**src/rtl/ctr_field_pkg.sv**
```systemverilog
`timescale 1ns/1ps
// Shared types for the counter field: selects where each direction's step comes from.
package ctr_field_pkg;
    typedef enum logic {
        STEP_CONST = 1'b0,
        STEP_PORT  = 1'b1
    } step_src_e;
endpackage

```
**src/rtl/ctr_up_stage.sv**
```systemverilog
`timescale 1ns/1ps
// Increment stage: adds a step to a candidate value.
// Assumes the step is already selected. SAT picks saturate-at-LIMIT or wrap with overflow.
module ctr_up_stage #(
    parameter int unsigned W     = 8,
    parameter bit          SAT   = 1'b1,
    parameter logic [W-1:0] LIMIT = '1
) (
    input  logic         en_i,
    input  logic [W-1:0] cand_i,
    input  logic [W-1:0] step_i,
    output logic [W-1:0] cand_o,
    output logic         ovf_o
);
    logic [W:0] sum;

    // Widened sum so the carry out stays visible.
    always_comb sum = {1'b0, cand_i} + {1'b0, step_i};

    generate
        if (SAT) begin : g_sat
            // Saturating add: the result never goes past LIMIT.
            always_comb begin
                ovf_o = 1'b0;
                if (!en_i)                    cand_o = cand_i;
                else if (sum > {1'b0, LIMIT}) cand_o = LIMIT;
                else                          cand_o = sum[W-1:0];
            end
        end else begin : g_wrap
            // Wrapping add: the carry out is reported as overflow.
            always_comb begin
                cand_o = en_i ? sum[W-1:0] : cand_i;
                ovf_o  = en_i & sum[W];
            end
        end
    endgenerate
endmodule

```
**src/rtl/ctr_dn_stage.sv**
```systemverilog
`timescale 1ns/1ps
// Decrement stage: subtracts a step from the candidate left by the increment stage.
// SAT picks saturate-at-LIMIT or wrap with underflow.
module ctr_dn_stage #(
    parameter int unsigned W     = 8,
    parameter bit          SAT   = 1'b1,
    parameter logic [W-1:0] LIMIT = '0
) (
    input  logic         en_i,
    input  logic [W-1:0] cand_i,
    input  logic [W-1:0] step_i,
    output logic [W-1:0] cand_o,
    output logic         unf_o
);
    logic [W:0] floor_need;

    // Smallest candidate that can take a full step and stay at or above LIMIT.
    always_comb floor_need = {1'b0, step_i} + {1'b0, LIMIT};

    generate
        if (SAT) begin : g_sat
            // Saturating subtract: the result never goes below LIMIT.
            always_comb begin
                unf_o = 1'b0;
                if (!en_i)                          cand_o = cand_i;
                else if ({1'b0, cand_i} < floor_need) cand_o = LIMIT;
                else                                cand_o = cand_i - step_i;
            end
        end else begin : g_wrap
            // Wrapping subtract: a borrow is reported as underflow.
            always_comb begin
                cand_o = en_i ? (cand_i - step_i) : cand_i;
                unf_o  = en_i & (cand_i < step_i);
            end
        end
    endgenerate
endmodule

```
**src/rtl/sat_updown_field.sv**
```systemverilog
`timescale 1ns/1ps
// Up/down counter register field.
// Order of work in one cycle: load -> increment -> decrement -> clamp to saturating limits.
// Assumes DN_LIMIT <= UP_LIMIT when both directions saturate.
// Flags are combinational from the stored value and the current inputs.
module sat_updown_field #(
    parameter int unsigned              W         = 8,
    parameter ctr_field_pkg::step_src_e INC_SRC   = ctr_field_pkg::STEP_CONST,
    parameter ctr_field_pkg::step_src_e DEC_SRC   = ctr_field_pkg::STEP_CONST,
    parameter logic [W-1:0]             INC_CONST = 1,
    parameter logic [W-1:0]             DEC_CONST = 1,
    parameter bit                       UP_SAT    = 1'b1,
    parameter bit                       DN_SAT    = 1'b1,
    parameter logic [W-1:0]             UP_LIMIT  = '1,
    parameter logic [W-1:0]             DN_LIMIT  = '0,
    parameter logic [W-1:0]             UP_THRESH = '1,
    parameter logic [W-1:0]             DN_THRESH = '0,
    parameter logic [W-1:0]             RESET_VAL = '0
) (
    input  logic         clk,
    input  logic         rst_n,
    input  logic         load_i,
    input  logic [W-1:0] load_val_i,
    input  logic         inc_i,
    input  logic [W-1:0] inc_step_i,
    input  logic         dec_i,
    input  logic [W-1:0] dec_step_i,
    output logic [W-1:0] value_o,
    output logic         inc_thr_o,
    output logic         dec_thr_o,
    output logic         up_sat_o,
    output logic         dn_sat_o,
    output logic         overflow_o,
    output logic         underflow_o
);
    import ctr_field_pkg::*;

    logic [W-1:0] value_q;
    logic [W-1:0] cand_ld, cand_up, cand_dn, cand_hi, cand_fin;
    logic [W-1:0] inc_step, dec_step;

    // Step selection for each direction: build-time constant or port.
    always_comb begin
        inc_step = (INC_SRC == STEP_PORT) ? inc_step_i : INC_CONST;
        dec_step = (DEC_SRC == STEP_PORT) ? dec_step_i : DEC_CONST;
    end

    // A software load replaces the stored value as the starting candidate.
    always_comb cand_ld = load_i ? load_val_i : value_q;

    ctr_up_stage #(.W(W), .SAT(UP_SAT), .LIMIT(UP_LIMIT)) u_up (
        .en_i   (inc_i),
        .cand_i (cand_ld),
        .step_i (inc_step),
        .cand_o (cand_up),
        .ovf_o  (overflow_o)
    );

    ctr_dn_stage #(.W(W), .SAT(DN_SAT), .LIMIT(DN_LIMIT)) u_dn (
        .en_i   (dec_i),
        .cand_i (cand_up),
        .step_i (dec_step),
        .cand_o (cand_dn),
        .unf_o  (underflow_o)
    );

    // Clamp the final candidate into the saturating limits.
    generate
        if (UP_SAT) begin : g_clamp_hi
            always_comb cand_hi = (cand_dn > UP_LIMIT) ? UP_LIMIT : cand_dn;
        end else begin : g_pass_hi
            always_comb cand_hi = cand_dn;
        end
        if (DN_SAT) begin : g_clamp_lo
            always_comb cand_fin = (cand_hi < DN_LIMIT) ? DN_LIMIT : cand_hi;
        end else begin : g_pass_lo
            always_comb cand_fin = cand_hi;
        end
    endgenerate

    // Field storage with synchronous active-low reset.
    always_ff @(posedge clk) begin
        if (!rst_n) value_q <= RESET_VAL;
        else        value_q <= cand_fin;
    end

    // Status flags derived from the stored value.
    always_comb begin
        value_o   = value_q;
        inc_thr_o = (value_q >= UP_THRESH);
        dec_thr_o = (value_q <= DN_THRESH);
        up_sat_o  = UP_SAT && (value_q >= UP_LIMIT);
        dn_sat_o  = DN_SAT && (value_q <= DN_LIMIT);
    end
endmodule

```
**config.mk**
```make
export PLATFORM = sky130hd
export DESIGN_NAME = sat_updown_field
export DESIGN_NICKNAME = d
export VERILOG_FILES = /design/src/rtl/ctr_field_pkg.sv /design/src/rtl/ctr_up_stage.sv /design/src/rtl/ctr_dn_stage.sv /design/src/rtl/sat_updown_field.sv
export SDC_FILE = /design/constraint.sdc
export NUM_CORES = 1
export LEC_CHECK = 0
export BUFFER_PORTS_ARGS = -buffer_cell sky130_fd_sc_hd__buf_2
export CORE_UTILIZATION = 47
export DETAILED_ROUTE_END_ITERATION = 10
export GPL_ROUTABILITY_DRIVEN = 0
export PLACE_DENSITY = 0.9
export SYNTH_ARGS = -nofsm -noshare
export SYNTH_HDL_FRONTEND = slang
export SYNTH_SLANG_ARGS = --single-unit
```
**constraint.sdc**
```tcl
create_clock -name clk -period 3.09 [get_ports clk]
set_clock_uncertainty 0.1 [all_clocks]
set_input_delay 0 -clock clk [delete_from_list [all_inputs] [get_ports clk]]
set_output_delay 0 -clock clk [all_outputs]
set_load 0.1 [all_outputs]
```
Word-level counts from Yosys, hierarchy flattened
Cells that the tools add are included.
{"block": "classes", "add_sub_neg": 2, "order_cmp": 6, "mux": 6, "n_bitwise": 1, "reduce_logical": 1}
{"op": "two-way mux 8 bit", "n": 6}
{"op": "< comparator 8 x 1 -> 1 bit, second input constant", "n": 2}
{"op": "adder 8 x 1 -> 9 bit, second input constant", "n": 1}
{"op": "> comparator 9 x 8 -> 1 bit, second input constant", "n": 1}
{"op": ">= comparator 8 bit, second input constant", "n": 1}
{"op": "> comparator 8 bit, second input constant", "n": 1}
{"op": "less-or-equal comparator 8 x 1 -> 1 bit, second input constant", "n": 1}
{"op": "subtractor 8 x 1 -> 8 bit, second input constant", "n": 1}
{"op": "OR reduction 2 bit", "n": 1}
{"op": "NOT 1 bit", "n": 1}
{"block": "totals", "register_bits": 8, "in_bits": 29, "out_inout_bits": 14, "elab_cells": 17}

Longest topological paths before layout
{"block": "logic_depth", "ltp_word": 12, "mapped_depth": 12, "ltp_nobuf": 10}

By module
From an unflattened synthesis, not the netlist that was laid out.
{"block": "hier_totals", "hier_cells": 184, "area_unflattened_um2": 1427.6}
{"module": "ctr_up_stage", "n_inst": 1, "cells_per_inst": 77, "area_per_inst_um2": 561.8, "seq_area_each_um2": 0.0}
{"module": "ctr_dn_stage", "n_inst": 1, "cells_per_inst": 72, "area_per_inst_um2": 503.0, "seq_area_each_um2": 0.0}
{"module": "sat_updown_field", "n_inst": 1, "cells_per_inst": 35, "area_per_inst_um2": 362.8, "seq_area_each_um2": 160.2}

Worst setup path after synthesis
No wires, ideal clock.
{"block": "synth_path", "kind": "reg2reg", "from": "register value_q[0] (netlist: value_o[0])", "to": "register value_q[0] (netlist: value_o[0])", "setup_ps": 129, "t_arrival_ps": 3015, "t_required_ps": 2861, "slack_ps": -154, "stages_incl_launch_ff": 10, "path_buffers": 0, "synth_period_minus_slack_ps": 3244, "cell_sequence": "dfxtp_1 -> mux2i_1 -> inv_1 -> ha_1 -> nand2_1 -> xor2_1 -> a31oi_2 -> o2111ai_4 -> o41ai_4 -> nor2_1"}
{"block": "synth_via", "elab_chain_cells": 12, "elab_cells_between_ends": 13, "classes_between": "2 x add/sub; 4 x order compare; 6 x mux; 1 x reduce/logical"}
{"element": "start, declared", "line_no": "sat_updown_field.sv:38", "source": "logic [W-1:0] value_q;"}
{"element": "start signal, assigned", "line_no": "sat_updown_field.sv:84", "source": "else value_q <= cand_fin;"}
{"element": "two-way mux 8 bit *", "line_no": "sat_updown_field.sv:49", "source": "always_comb cand_ld = load_i ? load_val_i : value_q;"}
{"element": "adder 8 x 1 -> 9 bit", "line_no": "ctr_up_stage.sv:18", "source": "always_comb sum = {1'b0, cand_i} + {1'b0, step_i};"}
{"element": "> comparator 9 x 8 -> 1 bit", "line_no": "ctr_up_stage.sv:26", "source": "else if (sum > {1'b0, LIMIT}) cand_o = LIMIT;"}
{"element": "two-way mux 8 bit", "line_no": "ctr_up_stage.sv:26"}
{"element": "two-way mux 8 bit *", "line_no": "ctr_up_stage.sv:25", "source": "if (!en_i) cand_o = cand_i;"}
{"element": "subtractor 8 x 1 -> 8 bit / < comparator 8 x 1 -> 1 bit (equally long branches)", "line_no": "ctr_dn_stage.sv:27, ctr_dn_stage.sv:26"}
{"element": "two-way mux 8 bit", "line_no": "ctr_dn_stage.sv:26", "source": "else if ({1'b0, cand_i} < floor_need) cand_o = LIMIT;"}
{"element": "two-way mux 8 bit *", "line_no": "ctr_dn_stage.sv:25", "source": "if (!en_i) cand_o = cand_i;"}
{"element": "> comparator 8 bit", "line_no": "sat_updown_field.sv:70", "source": "always_comb cand_hi = (cand_dn > UP_LIMIT) ? UP_LIMIT : cand_dn;"}
{"element": "two-way mux 8 bit *", "line_no": "sat_updown_field.sv:70"}
{"element": "< comparator 8 x 1 -> 1 bit", "line_no": "sat_updown_field.sv:75", "source": "always_comb cand_fin = (cand_hi < DN_LIMIT) ? DN_LIMIT : cand_hi;"}
{"element": "OR reduction 2 bit (no source line)"}
Every way passes the cells marked *; elsewhere a longest branch is shown, timed or not.
A chain may end at the register's enable or synchronous reset.

Final worst setup path
Same ends and word-level chain as after synthesis.

==> flow_summary.ini <==
[power]
switching_share_pct = 55.02
irDropWorstVdd_mv = 0.3718
seq_power_share_pct = 26.5
powerDensity_nw_per_um2 = 463.4
clkPwrFrac_pct = 14.2
p_leak_nw = 0.5009
power_w = 0.0005370
p_sw_w = 0.0002955
power.internal_w = 0.0002415
p_comb_share_pct = 59.3

[run]
maxCapViolations = 0

[floorplanning]
start_util_pct = 50.57
die_x_um = 48.18
placementRows = 16
core_um2 = 1982
die_area_um2 = 2321
fp.dieH_um = 48.18
io_pins = 43

[detailed_routing]
wl_per_cell_um = 14.52
vias_per_cell = 6.136
drc = 0
vias = 994
first_pass_iters = 4
ant_nets = 0
drt_iter0_markers = 34
wirelength_mm = 2.353

[global_route]
grt_start_max_net_pins = 21
busiest_layer = met2
use_met1_pct = 26.56
use_met3_pct = 5.556
grt_use_met2_pct = 42.67
overflow = 0
grt_pass1_wl_mm = 3.739
grt_usage_pct = 22.54
antenna_found_initial = 0
first_global_vias = 863

[layout]
layout-drive-gt1-share_pct = 33.33
nFillCells = 175
nNetsFinal = 169
syn_to_final_growth_pct = 15.61
design_area_um2 = 1159
largest_register_ffs = 8
final_cell_mix = buf_2, nand2_1, nor2_1, mux2i_1, dfxtp_1
num_antenna_cells = 0
final_common_cell = buf_2

[clocking]
root_buffer = clkbuf_4
insertion_delay_ns = 0.25
cts_sinks = 8
cts-htree-levels = 1
clk_pin_slew_ns = 0.05
cts_tree = yes
clock_path_buffers = 2
cts_buffers = 3
cts_resized = 0

[sta]
fin_crit_sh_pct = 88.69
setup_tns_ns = 0
fin_crit_ns = 2.740
finalSetupViolCount = 0
max_freq_ghz = 0.3649
finalHoldViolCount = 0
rsz0062_at_grt = false
tightestPinTransition_ns = 0.6668
maxSlewHeadroom_pct = 55.34
holdWs_ns = 0.2136
drv_slew = 0

[setup_path]
critPathBufInv = 1
endpoint_kind = flop
critical-path-max-stage-delay_ns = 0.49
critPathKind = reg2reg
startpoint = value_o[0]
cp.depth = 9
crit_path_end = value_o[0]
reg2reg_depth = 9
crit_required_ns = 3.11
timing.rr.start = value_o[0]
critical_path.reg2reg.endpoint = value_o[0]
worstPathCellList = mux2i_1 > inv_1 > ha_1 > nand2_1 > xor2_1 > a31oi_2 > o2111ai_4 > o41ai_4 > nor2_1
cp_slowest_cell = o41ai_4
worstPathArrival_ns = 2.76
worst-path-max-fanout = 6
crit_family = compound AO/OA/AOI/OAI gates
crit_path_start_kind = flop
rrSetupSlack_ns = 0.35

[logic_synthesis]
synth_edf_count = 0
syn_area_um2 = 1002
ys_seq_elements = 8
synth_cells = 112
synth-warning-count = 0
yosysSeqAreaShare_pct = 15.98
ys_dominant_reg_cell = dfxtp_1
synth.distinct_cells = 50
synthArstFlopShare_pct = 0
syn_avg_cell_area_um2 = 8.948

[run_status]
status = complete, no violations

[placed_design]
place_area_um2 = 1116
port-buffer-count = 24
dp_hpwl_mm = 1.867

[worst_hold_path]
hold_class = in2reg
-- per-stage QoR --
step | setup WS, ns | utilization [%] | cells
floorplan | 0.01773 | - | 113
global placement | 0.3662 | 56.31 | 157
detailed placement | 0.2523 | 56.31 | 157
CTS | 0.3534 | 58.46 | 162
global route | 0.1196 | 58.46 | 162
finish | 0.3496 | 58.46 | 162
-- synth_stat cells, types with 2 or more instances --
cell / n / share of area, %
nand3b_1: 4 / 3.0
a21oi_1: 4 / 2.0
or4_1: 2 / 1.5
ha_1: 3 / 3.7
xnor2_1: 3 / 2.6
buf_4: 5 / 3.7
a22oi_1: 2 / 1.5
nand2_1: 9 / 3.4
nor2_1: 10 / 3.7
nand3_1: 3 / 1.5
dfxtp_1: 8 / 16
inv_1: 2 / 0.75
nor2b_1: 3 / 1.9
o211ai_1: 4 / 3.0
a21boi_1: 2 / 1.5
xor2_1: 4 / 3.5
a31oi_1: 2 / 1.2
o31ai_1: 2 / 1.5
mux2i_1: 6 / 6.0
nand4_1: 3 / 1.9
and4_1: 2 / 1.7
-- tightest hold or removal path, cell delays in order --
cell and delay [ns]:
buf_2 0.23, a31oi_1 0.13, o21ai_0 0.08, a21oi_1 0.07
-- final cells by class --
| class | instances | area, µm² | area share, % |
|---|---|---|---|
| clock buffers | 3 | 22.52 | 1.944 |
| multi-input cells | 96 | 790.8 | 68.25 |
| flip-flops and latches | 8 | 163.9 | 14.15 |
| well taps | 27 | 33.78 | 2.916 |
| repair buffers | 26 | 140.1 | 12.10 |
| inverters | 2 | 7.507 | 0.6479 |
-- cell families after synthesis --
group | share of synthesized area, %
compound gates | 25.84
simple gates | 31.09
xor+xnor | 6.117
flops | 15.98
fa+ha+maj | 3.746
other cells | 0.3742
mux | 10.86
buf+inv | 5.993
-- per-layer routing --
| metal | vias up | part of all wire [%] | routed length, µm |
|---|---|---|---|
| met5 | - | 0 | 0 |
| met4 | 0 | 0.59 | 14 |
| met3 | 2 | 7.9 | 187 |
| met2 | 59 | 49 | 1160 |
| met1 | 458 | 42 | 991 |
| li1 | 475 | - | - |
-- worst min path at each step --
| stage | from | end | slack, ns | cells past startpoint |
|---|---|---|---|---|
| 2_1_floorplan | dec_i | value_o[1] | 0.01 | 1 |
| 3_3_place_gp | dec_i | value_o[1] | 0.21 | 2 |
| 3_5_place_dp | rst_n | value_o[4] | 0.21 | 3 |
| 4_1_cts | inc_i | value_o[5] | 0.18 | 4 |
| 5_1_grt | inc_i | value_o[5] | 0.24 | 4 |
| 6_report | inc_i | value_o[5] | 0.21 | 4 |
-- power by group through the flow --
stage,logic (W),clock network (W),registers [W]
2_1_floorplan,0.000176,0,0.000231
3_3_place_gp,0.000308,0,0.000143
3_5_place_dp,0.000315,0,0.000143
4_1_cts,0.000317,0.0000821,0.000141
5_1_grt,0.000338,0.0000906,0.000144
6_report,0.000318,0.0000764,0.000142
-- repair_timing --
action | in CTS | in global routing
hold buffers | 2 | 0
endpoints found under the setup margin | 0 | 0
buffers inserted | 0 | 0
endpoints found under the hold margin | 6 | 0
(Power assumes the default switching activity.)
